--- src/rtl/cfg_phase_pkg.sv ---
// Package: shared types and field positions for the configuration phase controller.
// Assumes the control word fits in the low CTRL_WORD_W bits of the bus word.
package cfg_phase_pkg;

    typedef enum logic [2:0] {
        PH_OFF     = 3'd0,
        PH_RESET   = 3'd1,
        PH_CONFIG  = 3'd2,
        PH_INIT    = 3'd3,
        PH_USER    = 3'd4,
        PH_UNKNOWN = 3'd5
    } phase_t;

    localparam int PHASE_W     = 3;
    localparam int RATIO_W     = 2;
    localparam int CTRL_WORD_W = 10;

    localparam int BIT_EN    = 0;
    localparam int BIT_NCE   = 1;
    localparam int BIT_PULL  = 2;
    localparam int BIT_RATIO = 6;
    localparam int BIT_DPATH = 8;
    localparam int BIT_WIDE  = 9;

    typedef struct packed {
        logic               wide;
        logic               dpath;
        logic [RATIO_W-1:0] ratio;
        logic               pull;
        logic               nce;
        logic               en;
    } ctrl_t;

    localparam ctrl_t CTRL_RESET = '{wide: 1'b0, dpath: 1'b0, ratio: '0,
                                     pull: 1'b0, nce: 1'b1, en: 1'b0};

    // Unpack a bus word into control fields; reserved bits are dropped.
    function automatic ctrl_t word_to_ctrl(input logic [CTRL_WORD_W-1:0] w);
        ctrl_t c;
        c.en    = w[BIT_EN];
        c.nce   = w[BIT_NCE];
        c.pull  = w[BIT_PULL];
        c.ratio = w[BIT_RATIO +: RATIO_W];
        c.dpath = w[BIT_DPATH];
        c.wide  = w[BIT_WIDE];
        return c;
    endfunction

    // Pack control fields into their bus positions; reserved bits are zero.
    function automatic logic [CTRL_WORD_W-1:0] ctrl_to_word(input ctrl_t c);
        logic [CTRL_WORD_W-1:0] w;
        w = '0;
        w[BIT_EN]                = c.en;
        w[BIT_NCE]               = c.nce;
        w[BIT_PULL]              = c.pull;
        w[BIT_RATIO +: RATIO_W]  = c.ratio;
        w[BIT_DPATH]             = c.dpath;
        w[BIT_WIDE]              = c.wide;
        return w;
    endfunction

endpackage

--- src/rtl/cfg_mode_advisor.sv ---
// Module: derives the advised ratio code and data width from the sampled
// mode-select value. Purely combinational. Assumes MSEL_W >= 4.
module cfg_mode_advisor
    import cfg_phase_pkg::*;
#(
    parameter int MSEL_W = 5
) (
    input  logic [MSEL_W-1:0]  msel,
    output logic [RATIO_W-1:0] rec_ratio,
    output logic               rec_wide
);

    localparam logic [3:0] RATIO_MASK = 4'hb;

    logic [3:0] masked;

    // Map the masked mode-select value onto a ratio code.
    always_comb begin
        masked = msel[3:0] & RATIO_MASK;
        case (masked)
            4'ha:       rec_ratio = 2'd3;
            4'h2, 4'h9: rec_ratio = 2'd2;
            4'h1:       rec_ratio = 2'd1;
            default:    rec_ratio = 2'd0;
        endcase
        rec_wide = msel[3];
    end

endmodule

--- src/rtl/cfg_phase_regs.sv ---
// Module: register bank. Holds the control register, samples the mode-select
// pins and returns registered read data one cycle after a read request.
// Assumes byte offsets on the bus; unused offsets read zero and ignore writes.
module cfg_phase_regs
    import cfg_phase_pkg::*;
#(
    parameter int DATA_W      = 32,
    parameter int ADDR_W      = 4,
    parameter int MSEL_W      = 5,
    parameter int STATUS_OFFS = 0,
    parameter int CTRL_OFFS   = 4
) (
    input  logic              clk,
    input  logic              rst_n,
    input  logic              sel,
    input  logic              wr,
    input  logic [ADDR_W-1:0] addr,
    input  logic [DATA_W-1:0] wdata,
    input  phase_t            phase,
    input  logic [MSEL_W-1:0] msel_pins,
    output ctrl_t             ctrl_q,
    output logic [MSEL_W-1:0] msel_q,
    output logic [DATA_W-1:0] rdata
);

    localparam int MSEL_LSB = PHASE_W;
    localparam logic [ADDR_W-1:0] A_STATUS = ADDR_W'(STATUS_OFFS);
    localparam logic [ADDR_W-1:0] A_CTRL   = ADDR_W'(CTRL_OFFS);

    logic              wr_ctrl;
    logic              rd_req;
    logic [DATA_W-1:0] rd_word;

    assign wr_ctrl = sel && wr && (addr == A_CTRL);
    assign rd_req  = sel && !wr;

    // Select the read word for the addressed register.
    always_comb begin
        rd_word = '0;
        if (addr == A_STATUS) begin
            rd_word[PHASE_W-1:0]         = phase;
            rd_word[MSEL_LSB +: MSEL_W]  = msel_q;
        end else if (addr == A_CTRL) begin
            rd_word[CTRL_WORD_W-1:0] = ctrl_to_word(ctrl_q);
        end
    end

    // Control register update on a write to its offset.
    always_ff @(posedge clk) begin
        if (!rst_n)       ctrl_q <= CTRL_RESET;
        else if (wr_ctrl) ctrl_q <= word_to_ctrl(wdata[CTRL_WORD_W-1:0]);
    end

    // Sample the mode-select pins every cycle.
    always_ff @(posedge clk) begin
        if (!rst_n) msel_q <= '0;
        else        msel_q <= msel_pins;
    end

    // Registered read data, held between reads.
    always_ff @(posedge clk) begin
        if (!rst_n)      rdata <= '0;
        else if (rd_req) rdata <= rd_word;
    end

    a_r3_other_write_ignored: assert property (@(posedge clk) disable iff (!rst_n)
        (sel && wr && addr != A_CTRL) |=> $stable(ctrl_q));

    a_r2_status_upper_zero: assert property (@(posedge clk) disable iff (!rst_n)
        (sel && !wr && addr == A_STATUS) |=> (rdata[DATA_W-1:MSEL_LSB+MSEL_W] == '0));

endmodule

--- src/rtl/cfg_phase_fsm.sv ---
// Module: configuration phase state machine. Advances through reset,
// configuration, initialization and user mode from the control bits and the
// target's indications. Assumes all inputs are synchronous to clk.
module cfg_phase_fsm
    import cfg_phase_pkg::*;
(
    input  logic   clk,
    input  logic   rst_n,
    input  logic   active,
    input  logic   pull,
    input  logic   status_ok,
    input  logic   cfg_done,
    input  logic   burst_done,
    input  logic   init_done,
    output phase_t phase_q
);

    phase_t phase_n;

    // Next-phase decision; idle and pull take priority over progress.
    always_comb begin
        phase_n = phase_q;
        if (!active) begin
            phase_n = PH_OFF;
        end else if (pull) begin
            phase_n = PH_RESET;
        end else begin
            case (phase_q)
                PH_RESET:  phase_n = PH_CONFIG;
                PH_CONFIG: begin
                    if (cfg_done && burst_done)    phase_n = PH_INIT;
                    else if (!status_ok && !cfg_done) phase_n = PH_UNKNOWN;
                end
                PH_INIT:   if (init_done) phase_n = PH_USER;
                default:   phase_n = phase_q;
            endcase
        end
    end

    // Phase register.
    always_ff @(posedge clk) begin
        if (!rst_n) phase_q <= PH_OFF;
        else        phase_q <= phase_n;
    end

    a_r4_off_when_inactive: assert property (@(posedge clk) disable iff (!rst_n)
        !active |=> (phase_q == PH_OFF));

    a_r5_pull_enters_reset: assert property (@(posedge clk) disable iff (!rst_n)
        (active && pull) |=> (phase_q == PH_RESET));

    a_r7_init_gated: assert property (@(posedge clk) disable iff (!rst_n)
        (phase_q == PH_CONFIG && !(cfg_done && burst_done)) |=> (phase_q != PH_INIT));

    a_r9_user_only_from_init: assert property (@(posedge clk) disable iff (!rst_n)
        (phase_q != PH_USER && phase_q != PH_INIT) |=> (phase_q != PH_USER));

    a_r8_unknown_sticky: assert property (@(posedge clk) disable iff (!rst_n)
        (phase_q == PH_UNKNOWN && active && !pull) |=> (phase_q == PH_UNKNOWN));

endmodule

--- src/rtl/cfg_phase_ctrl.sv ---
// Module: top of the configuration phase controller. Joins the register bank,
// the phase state machine and the mode advisor, and drives the reset line.
// Assumes a single clock domain and synchronous target indications.
module cfg_phase_ctrl
    import cfg_phase_pkg::*;
#(
    parameter int DATA_W = 32,
    parameter int ADDR_W = 4,
    parameter int MSEL_W = 5
) (
    input  logic              clk,
    input  logic              rst_n,
    input  logic              bus_sel,
    input  logic              bus_wr,
    input  logic [ADDR_W-1:0] bus_addr,
    input  logic [DATA_W-1:0] bus_wdata,
    output logic [DATA_W-1:0] bus_rdata,
    input  logic [MSEL_W-1:0] msel_pins,
    input  logic              tgt_status_ok,
    input  logic              tgt_cfg_done,
    input  logic              tgt_init_done,
    input  logic              burst_done,
    output logic              cfg_reset_n,
    output logic              lines_drive,
    output logic              data_path_en,
    output logic              wide_data,
    output logic [1:0]        ratio_code,
    output logic [1:0]        rec_ratio,
    output logic              rec_wide,
    output logic [2:0]        phase
);

    ctrl_t             ctrl_q;
    logic [MSEL_W-1:0] msel_q;
    phase_t            phase_q;
    logic              active;

    cfg_phase_regs #(
        .DATA_W(DATA_W), .ADDR_W(ADDR_W), .MSEL_W(MSEL_W),
        .STATUS_OFFS(0), .CTRL_OFFS(4)
    ) u_regs (
        .clk(clk), .rst_n(rst_n), .sel(bus_sel), .wr(bus_wr),
        .addr(bus_addr), .wdata(bus_wdata), .phase(phase_q),
        .msel_pins(msel_pins), .ctrl_q(ctrl_q), .msel_q(msel_q),
        .rdata(bus_rdata)
    );

    cfg_phase_fsm u_fsm (
        .clk(clk), .rst_n(rst_n), .active(active), .pull(ctrl_q.pull),
        .status_ok(tgt_status_ok), .cfg_done(tgt_cfg_done),
        .burst_done(burst_done), .init_done(tgt_init_done),
        .phase_q(phase_q)
    );

    cfg_mode_advisor #(.MSEL_W(MSEL_W)) u_adv (
        .msel(msel_q), .rec_ratio(rec_ratio), .rec_wide(rec_wide)
    );

    // Drive the configuration lines and expose the control fields.
    always_comb begin
        active       = ctrl_q.en && !ctrl_q.nce;
        cfg_reset_n  = !(active && ctrl_q.pull);
        lines_drive  = ctrl_q.en;
        data_path_en = ctrl_q.dpath;
        wide_data    = ctrl_q.wide;
        ratio_code   = ctrl_q.ratio;
        phase        = phase_q;
    end

    a_r4_reset_line_idle: assert property (@(posedge clk) disable iff (!rst_n)
        (phase_q == PH_OFF && !lines_drive) |-> cfg_reset_n);

endmodule

--- config.mk ---
export PLATFORM = sky130hd
export DESIGN_NAME = cfg_phase_ctrl
export DESIGN_NICKNAME = d
export VERILOG_FILES = /design/src/rtl/cfg_phase_pkg.sv /design/src/rtl/cfg_mode_advisor.sv /design/src/rtl/cfg_phase_regs.sv /design/src/rtl/cfg_phase_fsm.sv /design/src/rtl/cfg_phase_ctrl.sv
export SDC_FILE = /design/constraint.sdc
export NUM_CORES = 1
export LEC_CHECK = 0
export BUFFER_PORTS_ARGS = -buffer_cell sky130_fd_sc_hd__clkbuf_2
export CAP_MARGIN = 20
export CORE_ASPECT_RATIO = 1.2
export CORE_UTILIZATION = 40
export DETAILED_ROUTE_END_ITERATION = 10
export PLACE_DENSITY_LB_ADDON = 0.05
export SLEW_MARGIN = 15
export SYNTH_ARGS = -nofsm -noshare
export SYNTH_HDL_FRONTEND = slang
export SYNTH_SLANG_ARGS = --single-unit
--- constraint.sdc ---
create_clock -name clk -period 1.2 [get_ports clk]
set_input_delay 0.18 -clock clk [delete_from_list [all_inputs] [get_ports clk]]
set_output_delay 0.18 -clock clk [all_outputs]
set_load 0.05 [all_outputs]
Yosys cells after proc, flatten, opt, wreduce, memory -nomap -nowiden
Cells that the tools add are included.

word-level totals
  output and inout bits = 44
  logic and storage cells = 53
  input bits = 49
  register bits = 25

operators by class
  equality and inequality tests = 12
  mux-type cells = 9
  reduce and logical (&&, ||, !) cells = 20
  bitwise logic cells = 2

operator list
  operator            number
  $mux 10             1
  $eq 3x2->1 const B  3
  $mux 3              3
  $pmux 3 s3          1
  $mux 8              1
  $logic_and 1x1->1   7
  $eq 3x1->1 const B  2
  $eq 3x3->1 const B  2
  $pmux 2 s3          1
  $reduce_and 3->1    2
  $logic_not 1->1     5
  $eq 4x3->1 const B  1
  $logic_not 4->1     1
  $ne 4x2->1 const B  1
  $reduce_bool 4->1   1
  $ne 3x1->1 const B  1
  $ne 3x3->1 const B  1
  $reduce_bool 3->1   1
  $reduce_or 3->1     1
  $mux 2              1
  $ne 2x2->1 const B  1
  $not 1->1           2
  $reduce_and 2->1    1
  $reduce_or 2->1     1
  $mux 1              1

Depth between registers and ports, before layout
Gate-level depths: netlist of run 1.

  depth in word-level cells = 6
  depth in mapped cells = 5
  gate-level depth less buffers = 3

By module
A second synthesis of run 1 with hierarchy kept.

unflattened totals
  cell total of the unflattened synthesis = 142
  area, all modules = 1296.2 um^2

by module, submodules not included
  module            seq. area each (um^2)  cells each  area an instance (um^2)  times used
  cfg_phase_regs    440.4                  112         1044.8                   1
  cfg_phase_fsm     60.1                   22          198.9                    1
  cfg_mode_advisor  0.0                    6           38.8                     1
  cfg_phase_ctrl    0.0                    2           13.8                     1

Worst setup path before layout of run 1
OpenSTA, ideal clock, no wires.

  path type = register to output
  from = register u_regs.msel_q[3]
  to = output rec_ratio[1]
  data required time = 1020 ps
  arrival time = 1881 ps
  stages on the path, launching flop included = 3
  path buffers = 0
  path slack = -861 ps
  cell sequence = dfxtp_1 > inv_1 > o21ai_0

on the way
  longest elaborated chain between the ends = 3
  elaborated cells on any way between the ends = 6
  classes of those cells = eq/ne: 4; mux: 1; reduce/logical: 1

RTL lines
  item                                      line                    source
  start: declaration                        cfg_phase_regs.sv:22    output logic [MSEL_W-1:0] msel_q,
  start signal: assignment                  cfg_phase_regs.sv:57    else msel_q <= msel_pins;
  $eq 3x2->1 or $eq 3x3->1 (tied branches)  cfg_mode_advisor.sv:20  case (masked)
  $reduce_or 2->1                           cfg_mode_advisor.sv:20
  $pmux 2 s3 *                              cfg_mode_advisor.sv:20
  end: declaration                          cfg_phase_ctrl.sv:28    output logic [1:0] rec_ratio,

Every way passes the cells marked *; elsewhere a longest branch is shown, timed or not.

Worst setup path after layout of run 1
  from = register u_regs.msel_q[1]
  to = output rec_ratio[0]

Same word-level chain as after synthesis.

==> metrics, run 1 <==
Clock Sinks=25; worst setup margin=-0.1508 ns; #FFs+latches synth=25; layout cells sized above 1=0.4010; Final GP Congestion=0.6472; wire per inst=around 11 µm; Setup CP Type=register to primary output; setup repair after global routing missed its margin=true; Total Power=around 0.0016 W; area of the multi-input gates=~660 µm²; largest net degree at the start of global routing=32; Max Slew Vio Count=0; DRC=0; antenna-violating nets left=0; vias after detailed routing=~1000; antenna violations before repair=0; CP startpoint kind=register; dpl hpwl=1917 µm; Worst-Skew Late Latency=slightly above 0.3 ns; Final Setup Violations=2; Clk pin slew, worst setup/hold paths=around 0.13 ns; synth warn=0; status=complete, but fails checks; Cells after Synth=approximately 150; worst min-delay path category=input port to register; number of flops mapped to enable cells by yosys=0; CP required=1.02 ns; Util after Layout=0.5318; endpoint class of the critical path=primary output; Hold Vio Cnt, Final=0; Peak VDD IR=between 0.5 and 0.6 mV; root buffer cell=clkbuf_4; worst reg-to-reg path cell count=3; syn_area_per_cell=approximately 8.7 µm²; Setup Skew=0.001971 ns; leakage=0.7126 nW; Core Footprint=around 3000 µm²; failing checks=negative setup slack; CTS tree=yes; Clock Path Buffers=2; Die H=approximately 64 µm; Pre-antenna DRT Iters=4; sequential area share after synthesis=0.3949; # IOs=93; FF+latch area=516.7 µm²; TritonCTS Buffers=3; hold depth=2; Distinct cells, synth=32; Worst Path Arrival=1.17 ns; area delta synth->final=27.05%; nets=242; min cycle time layout=roughly 1.4 ns; aggregate global routing overflow=0; Tot GR Track Use=0.1624; total wire length=about 2500 µm; Iter 0 DRT Violations=11; H-tree depth=1; full die area=between 3000 and 4000 µm²; Die X=around 53 µm; vias per cell=roughly 4.6; # diodes=0; Max-cap violations=0; f_max=between 700 and 800 MHz; Crit Path Max Fanout=3; initial core utilization=0.4186; num rows=22; Power Density=approximately 1000 nW/µm²; vias in the first global route=981; Fillers=between 300 and 400; cell area after synthesis=1267 µm²; first-pass GRT wire length=4160 µm; ys async rst share=0; PortBufs=45; Final Cycle Share=1.126; Synth Flop Type=dfxtp_1
cell type report:
type	instances	area share
Multi-Input combinational cell	107	0.4071
Tap cell	36	0.02797
Timing Repair Buffer	53	0.2191
Clock buffer	4	0.01632
Sequential cell	25	0.3209
Inverter	3	0.008547
registers in the layout, indices dropped and copies added (netlist names):
name	count
u_regs.rdata	10
u_fsm.phase_q	3
u_regs.msel_q	5
u_regs.ctrl_q	7
worst max-delay path: stages (launching register included):
cell	delay, ns
dfxtp_2	0.37
buf_6	0.10
nand2b_4	0.07
mux2i_4	0.15
buf_8	0.16
where the power goes:
part	leakage, nW	switching [W]	internal [W]
Sequential	0.207	0.0000127	0.000846
Combinational	0.491	0.000291	0.000111
Clock	0.0150	0.000240	0.000130
Total	0.713	0.000544	0.00109
cells in the mapped netlist, drive strengths merged, types with 2 or more instances:
library cell	n	area, µm²
nor2b	2	12.51
nand3b	2	15.01
buf	27	207.7
and2	6	40.04
nor2	6	22.52
nor3	4	31.28
o21ai	6	30.03
dfxtp	25	500.5
nand2	21	78.83
clkbuf	4	15.01
o22ai	2	12.51
inv	3	11.26
nand2b	3	18.77
nand3	4	20.02
nand4	4	25.02
mux2i	11	110.1
a211oi	4	30.03
metal layers:
metal  share of wire  vias to the layer above  routed length [µm]  GRT usage
li1                -                      540                   -          -
met1            0.42                      471                1057     0.1877
met2            0.52                       30                1318     0.2844
met3           0.045                        2                 114    0.02174
met4          0.0095                        0                  24    0.06908
met5               0                        -                   0          0
cells by family (layout without fill, tap and decap cells):
kind of cell,after synthesis,after routing,share of synthesized area
multiplexers,12,12,0.09576
buffers and inverters,34,60,0.1846
AND/OR/NAND/NOR,56,56,0.2330
flip-flops,25,25,0.3949
AO/OA/AOI/OAI,17,17,0.08885
other,1,22,0.002959
stage by stage:
| step | setup WS [ns] | hold slack (ns) | std cells | setup TNS, ns | area (µm²) |
|---|---|---|---|---|---|
| after CTS | -0.1634 | 0.05671 | 228 | -0.2784 | 1597 |
| after floorplan | 0.01112 | 0.3065 | 166 | 0 | 1383 |
| after global routing | -0.1994 | 0.04976 | 228 | -0.3434 | 1610 |
| after global placement | 0.06672 | 0.3871 | 221 | 0 | 1480 |
| final | -0.1508 | 0.06694 | 228 | -0.2407 | 1610 |
| after detailed placement | 0.04552 | 0.3923 | 221 | 0 | 1480 |
worst paths after layout:
path                      endpoint             start  slack, ns
hold / removal    u_regs.msel_q[1]      msel_pins[1]       0.07
setup / recovery      rec_ratio[0]  u_regs.msel_q[1]      -0.15
hold reg to reg    u_regs.rdata[5]  u_regs.msel_q[2]       0.47
setup reg to reg  u_fsm.phase_q[2]  u_regs.ctrl_q[1]       0.13
layout by cell type, fill, tap and decap left out, types with 4 or more instances in the layout:
cell,count
clkbuf_2,33
conb_1,22
nand2_1,21
dfxtp_1,16
mux2i_1,10
clkbuf_4,7
buf_4,7
dfxtp_2,7
nor2_1,6
and2_1,5
o21ai_0,5
nand4_1,4
a211oi_1,4
repair_timing:
item | 4_1_cts | 5_1_grt
pin swaps | 0 | 0
resized for setup | 21 | 15
setup buffers | 3 | 0
hold buffers | 0 | 0
endpoints found under the setup margin | 5 | 10
(Power assumes the default switching activity.)
==> inputs of run 2 (changes only) <==
--- a/config.mk
+++ b/config.mk
@@ -6,9 +6,10 @@
 export NUM_CORES = 1
 export LEC_CHECK = 0
 export BUFFER_PORTS_ARGS = -buffer_cell sky130_fd_sc_hd__clkbuf_2
-export CAP_MARGIN = 20
+export CELL_PAD_IN_SITES_DETAIL_PLACEMENT = 1
+export CELL_PAD_IN_SITES_GLOBAL_PLACEMENT = 2
 export CORE_ASPECT_RATIO = 1.2
-export CORE_UTILIZATION = 40
+export CORE_UTILIZATION = 20
 export DETAILED_ROUTE_END_ITERATION = 10
 export PLACE_DENSITY_LB_ADDON = 0.05
 export SLEW_MARGIN = 15
==> run 2 against run 1 <==
Against the previous run:
- the flow still finishes with violations (negative setup slack)
- hold slack better by 0.049 ns
- wire length is 25% higher
- critical path depth down 1
- cell area grew 2.2%
- clock skew about the same
- global-route usage is 6.3 points lower
- flip-flop and latch count did not move
- total power grew 8.4%
- largest cell class unchanged
==> metrics, run 2 (same netlist as run 1, synthesis figures left out) <==
status=complete, but fails checks; failing checks=negative setup slack; commonest cells after routing, fill and taps aside=38 x clkbuf_2, 22 x conb_1, 21 x nand2_1, 16 x dfxtp_1, 10 x mux2i_1; sw frac=0.3320 (-0.001675); Peak VDD IR=0.3731 mV (-29%); crit-path cells=nand2b_4 > mux2i_4 > buf_8; CP startpoint kind=register; antenna-violating nets left=0 (unchanged); CP required=1.02 ns (about the same); FF-to-FF End=u_fsm.phase_q[2]; Die H=89.21 µm (+40%); Worst Path Arrival=1.10 ns (-0.07 ns); Hold Vio Cnt, Final=0 (unchanged); first-pass GRT wire length=4995 µm (+20%); Worst-Skew Late Latency=0.27 ns (-0.04 ns); # IOs=93 (unchanged); slowest CP cell=dfxtp_2; Clock Path Buffers=2 (unchanged); Flop pwr share=0.487 (-0.040); Clk pwr share=0.291 (+0.064); aggregate global routing overflow=0 (unchanged); worst reg-to-reg path cell count=3 (unchanged); Core Footprint=6090 µm² (+100%); wire per inst=11.48 µm (+4.1%); antenna violations before repair=0 (unchanged); Clock Sinks=25 (unchanged); Max Slew Vio Count=0 (unchanged); Setup CP Type=register to primary output; Final Setup Violations=2 (unchanged); vias per cell=3.868 (-15%); Crit Path Max Fanout=3 (unchanged); Die X=74.67 µm (+40%); vias after detailed routing=1056 (+1.2%); flip-flop count of the largest register after layout=10 (unchanged); Hold Worst Slack=0.1155 ns (+0.04854 ns); Final GP Congestion=0.6422 (-0.77%); CP endpoint=rec_ratio[0]; setup repair after global routing missed its margin=true; R2R Setup Slk=0.15 ns (+0.02 ns); CP Launch Point=u_regs.msel_q[0]; Clk pin slew, worst setup/hold paths=0.09 ns (-0.04 ns); initial core utilization=0.2081 (-0.2105); leakage=0.7100 nW (-0.36%); vias in the first global route=1039 (+5.9%); # diodes=0 (unchanged); Total Power=0.001767 W (+8.4%); dpl hpwl=2509 µm (+31%); nets=241 (-0.41%); area delta synth->final=29.81%; Setup Skew=0.002011 ns (+0.00003908 ns); combinational share of power=0.222 (-0.025); layout cells sized above 1=0.3979 (-0.003136); DRC=0 (unchanged); crit-path max cell delay=0.35 ns (-0.02 ns); Final Cycle Share=1.068 (-0.05769); Max-cap violations=0 (unchanged); min cycle time layout=1.282 ns (-0.06923 ns); Iter 0 DRT Violations=38 (+27); PortBufs=45 (unchanged); H-tree depth=1 (unchanged); Tot GR Track Use=0.09986 (-0.06251); Internal Pwr Total=0.001180 W (+8.6%); Power Density=1074 nW/µm² (+6.1%); largest reg by FF count=u_regs.rdata; full die area=6661 µm² (+96%); TritonCTS Buffers=3 (unchanged); f_max=780.3 MHz (+5.4%); num rows=31 (+41%); biggest regs=u_regs.rdata x10, u_regs.ctrl_q x7, u_regs.msel_q x5; FF+latch area=514.2 µm² (-0.48%); largest net degree at the start of global routing=29 (-9.4%); worst r2r src=u_regs.ctrl_q[1]; commonest non-fill, non-tap cell in the layout=clkbuf_2; endpoint class of the critical path=primary output; CTS tree=yes; worst setup margin=-0.08158 ns (+0.06923 ns); root buffer cell=clkbuf_8; switching power=0.0005866 W (+7.8%); total wire length=3135 µm (+25%); Pre-antenna DRT Iters=2 (-2); Fillers=769 (+150%); area of the multi-input gates=655.6 µm² (unchanged); worst min-delay path category=input port to register
## run 2: power groups by stage
| stage | registers [W] | clock network (W) | logic [W] |
|---|---|---|---|
| after floorplan | 0.000909 | 0 | 0.000314 |
| after CTS | 0.000861 | 0.000538 | 0.000394 |
| final | 0.000860 | 0.000514 | 0.000393 |
| after global placement | 0.000877 | 0 | 0.000372 |
| after global routing | 0.000863 | 0.000582 | 0.000420 |
| after detailed placement | 0.000877 | 0 | 0.000377 |
## run 2: metrics by stage
step / instance area (µm²) / setup slack, ns / std cells / utilization / TNS (ns)
2_1_floorplan: 1383 / 0.01112 / 166 / - / 0
3_3_place_gp: 1533 / 0.05626 / 268 / 0.2517 / 0
3_5_place_dp: 1533 / 0.03690 / 268 / 0.2517 / 0
4_1_cts: 1639 / -0.1155 / 273 / 0.2692 / -0.2101
5_1_grt: 1645 / -0.1361 / 273 / 0.2702 / -0.2530
6_report: 1645 / -0.08158 / 273 / 0.2702 / -0.1358
## run 2: worst min-delay path by stage
stage | from | end | slack, ns | depth (start not counted)
final | msel_pins[1] | u_regs.msel_q[1] | 0.12 | 2
after global routing | msel_pins[1] | u_regs.msel_q[1] | 0.10 | 2
after CTS | msel_pins[1] | u_regs.msel_q[1] | 0.11 | 2
after detailed placement | msel_pins[1] | u_regs.msel_q[1] | 0.40 | 2
after global placement | msel_pins[3] | u_regs.msel_q[3] | 0.39 | 2
after floorplan | msel_pins[3] | u_regs.msel_q[3] | 0.31 | 1
## run 2: worst max-delay path, delay by kind of cell (launching register included)
family,cells,cell delay (ns)
DFF,1,0.35
and+or+nand+nor,1,0.16
muxes,1,0.16
buffers and inverters,1,0.16
## run 2: cell type report
cell class	instances	area share
clock buffers	3	0.02510
flip-flops and latches	25	0.3125
clock inverters	1	0.003042
repair buffers	52	0.1901
inverters	3	0.008365
well taps	82	0.06236
multi-input cells	107	0.3985
## run 2: routing by layer
metal	vias up	routed length (µm)	global-route usage
li1	537	-	-
met1	479	1436	0.1330
met2	36	1498	0.1556
met3	4	156	0.01804
met4	0	44	0.04631
met5	-	0	0
## run 2: repair_timing
item,in CTS,in global routing
gates resized for setup,16,7
gates cloned,0,0
setup endpoints to repair,4,6
setup buffers,1,0
hold buffers,0,0
==> inputs of run 3 (changes only) <==
--- a/config.mk
+++ b/config.mk
@@ -5,6 +5,7 @@
 export SDC_FILE = /design/constraint.sdc
 export NUM_CORES = 1
 export LEC_CHECK = 0
+export ABC_CLOCK_PERIOD_IN_PS = 1200
 export BUFFER_PORTS_ARGS = -buffer_cell sky130_fd_sc_hd__clkbuf_2
 export CELL_PAD_IN_SITES_DETAIL_PLACEMENT = 1
 export CELL_PAD_IN_SITES_GLOBAL_PLACEMENT = 2
@@ -12,6 +13,7 @@
 export CORE_UTILIZATION = 20
 export DETAILED_ROUTE_END_ITERATION = 10
 export PLACE_DENSITY_LB_ADDON = 0.05
+export RECOVER_POWER = 50
 export SLEW_MARGIN = 15
 export SYNTH_ARGS = -nofsm -noshare
 export SYNTH_HDL_FRONTEND = slang
==> run 3 against run 2 <==
Against the previous run:
- the run still ends with negative setup slack left
- non-clock buffer count unchanged
- worst setup slack about the same
- combinational power decreased by 1%
- critical path type unchanged
==> metrics, run 3 (same netlist as run 1, synthesis figures left out) <==
first-pass GRT wire length=4995 µm (unchanged); # diodes=0 (unchanged); full die area=6661 µm² (unchanged); initial core utilization=0.2081 (unchanged); Hold Vio Cnt, Final=0 (unchanged); biggest regs=u_regs.rdata x10, u_regs.ctrl_q x7, u_regs.msel_q x5; num rows=31 (unchanged); vias after detailed routing=1060 (+0.38%); R2R Setup Slk=0.15 ns (about the same); Pre-antenna DRT Iters=2 (unchanged); TritonCTS Buffers=3 (unchanged); CTS tree=yes; Hold Crit Endpoint=u_regs.msel_q[1]; Final Setup Violations=2 (unchanged); crit-path cells=nand2b_4 > mux2i_4 > buf_8; antenna-violating nets left=0 (unchanged); CP startpoint kind=register; failing checks=negative setup slack; H-tree depth=1 (unchanged); Max Slew Vio Count=0 (unchanged); slowest CP cell=dfxtp_2; root buffer cell=clkbuf_8; Slew HR=0.6323; area delta synth->final=28.92%; hold depth=2 (unchanged); Total Power=0.001763 W (-0.22%); Power Density=1079 nW/µm² (+0.47%); HP Start=msel_pins[1]; # hold bufs at CTS=0 (unchanged); min cycle time layout=1.281 ns (-0.0001822 ns); Final Cycle Share=1.068 (about the same); wire per inst=11.62 µm (+1.1%); vias in the first global route=1039 (unchanged); PortBufs=45 (unchanged); largest reg by FF count=u_regs.rdata; Final GP Congestion=0.6422 (unchanged); total wire length=3171 µm (+1.1%); largest net degree at the start of global routing=29 (unchanged); nets=241 (unchanged); FF-to-FF End=u_fsm.phase_q[2]; commonest cells after routing, fill and taps aside=37 x clkbuf_2, 22 x conb_1, 21 x nand2_1, 16 x dfxtp_1, 10 x mux2i_1; Clock Path Buffers=2 (unchanged); crit-path max cell delay=0.35 ns (about the same); area of the multi-input gates=649.4 µm² (-0.95%); f_max=780.4 MHz (about the same); setup repair after global routing missed its margin=true; Core Footprint=6090 µm² (unchanged); Clock Sinks=25 (unchanged); placed cells=268 (unchanged); Setup Skew=0.002013 ns (+0.000002500 ns); # IOs=93 (unchanged); commonest non-fill, non-tap cell in the layout=clkbuf_2; Setup CP Type=register to primary output; antenna violations before repair=0 (unchanged); Peak VDD IR=0.3734 mV (about the same); worst reg-to-reg path cell count=3 (unchanged); CP required=1.02 ns (about the same); Layout Cells excl Fill=273 (unchanged); flip-flop count of the largest register after layout=10 (unchanged); leakage=0.7003 nW (-1.4%); dpl hpwl=2509 µm (unchanged); worst setup margin=-0.08140 ns (+0.0001822 ns); Worst Path Arrival=1.10 ns (about the same); status=complete, but fails checks; layout cells sized above 1=0.3874 (-0.01047); endpoint class of the critical path=primary output; worst min-delay path category=input port to register; Fillers=770 (+0.13%); aggregate global routing overflow=0 (unchanged); Tot GR Track Use=0.09986 (unchanged); Slew @ Worst Pin=0.5515 ns; Iter 0 DRT Violations=36 (-5.3%); Worst-Skew Late Latency=0.27 ns (about the same); FF+latch area=514.2 µm² (unchanged); Die H=89.21 µm (unchanged); Die X=74.67 µm (unchanged); Clk pin slew, worst setup/hold paths=0.09 ns (about the same); vias per cell=3.883 (+0.38%); DRC=0 (unchanged); worst r2r src=u_regs.ctrl_q[1]; Crit Path Max Fanout=3 (unchanged); Max-cap violations=0 (unchanged)
[run 3: cell count changes in the layout (fill, tap and decap cells not counted), sizes merged]
cell | previous run | this run
buf | 12 | 11
clkbuf | 43 | 44
[run 3: repair_timing]
action / CTS / global route
resized for setup: 16 / 7
endpoints found under the setup margin: 4 / 6
buffers inserted: 1 / 0
[run 3: metrics by stage]
step	setup slack, ns	util	TNS, ns	cell area, µm²	hold WS (ns)
detailed placement	0.03690	0.2517	0	1533	0.3950
floorplan	0.01112	-	0	1383	0.3065
finish	-0.08140	0.2683	-0.1354	1634	0.1153
global placement	0.05626	0.2517	0	1533	0.3929
CTS	-0.1155	0.2692	-0.2101	1639	0.1094
global route	-0.1361	0.2683	-0.2530	1634	0.1013
[run 3: layout make-up]
type	instances	share of cell area
repair buffers	52	0.1884
clock inverters	1	0.003063
clock buffers	3	0.02527
inverters	3	0.008423
flip-flops and latches	25	0.3147
well taps	82	0.06279
multi-input cells	107	0.3974
[run 3: per-layer routing]
layer  GRT usage  routed length [µm]
met5           0                   0
met4     0.04631                  44
met3     0.01804                 160
met2      0.1556                1497
met1      0.1330                1469
[run 3: critical path, delay by kind of cell (launching register included)]
kind	cells	cell delay [ns]
buffers and inverters	1	0.16
flip-flops	1	0.35
multiplexers	1	0.16
AND/OR/NAND/NOR	1	0.16
[run 3: where the power goes]
group	switching, W	total [W]	internal [W]
clock network	0.000282	0.000514	0.000232
logic	0.000291	0.000389	0.0000980
registers	0.0000126	0.000860	0.000847
[run 3: worst max-delay path by stage]
stage,startpoint,to,slack (ns)
global placement,u_regs.msel_q[0],rec_ratio[0],0.06
global route,u_regs.msel_q[1],rec_ratio[0],-0.14
floorplan,u_fsm.phase_q[1],u_fsm.phase_q[0],0.01
CTS,u_regs.msel_q[1],rec_ratio[0],-0.12
detailed placement,u_regs.msel_q[1],rec_ratio[0],0.04
finish,u_regs.msel_q[0],rec_ratio[0],-0.08
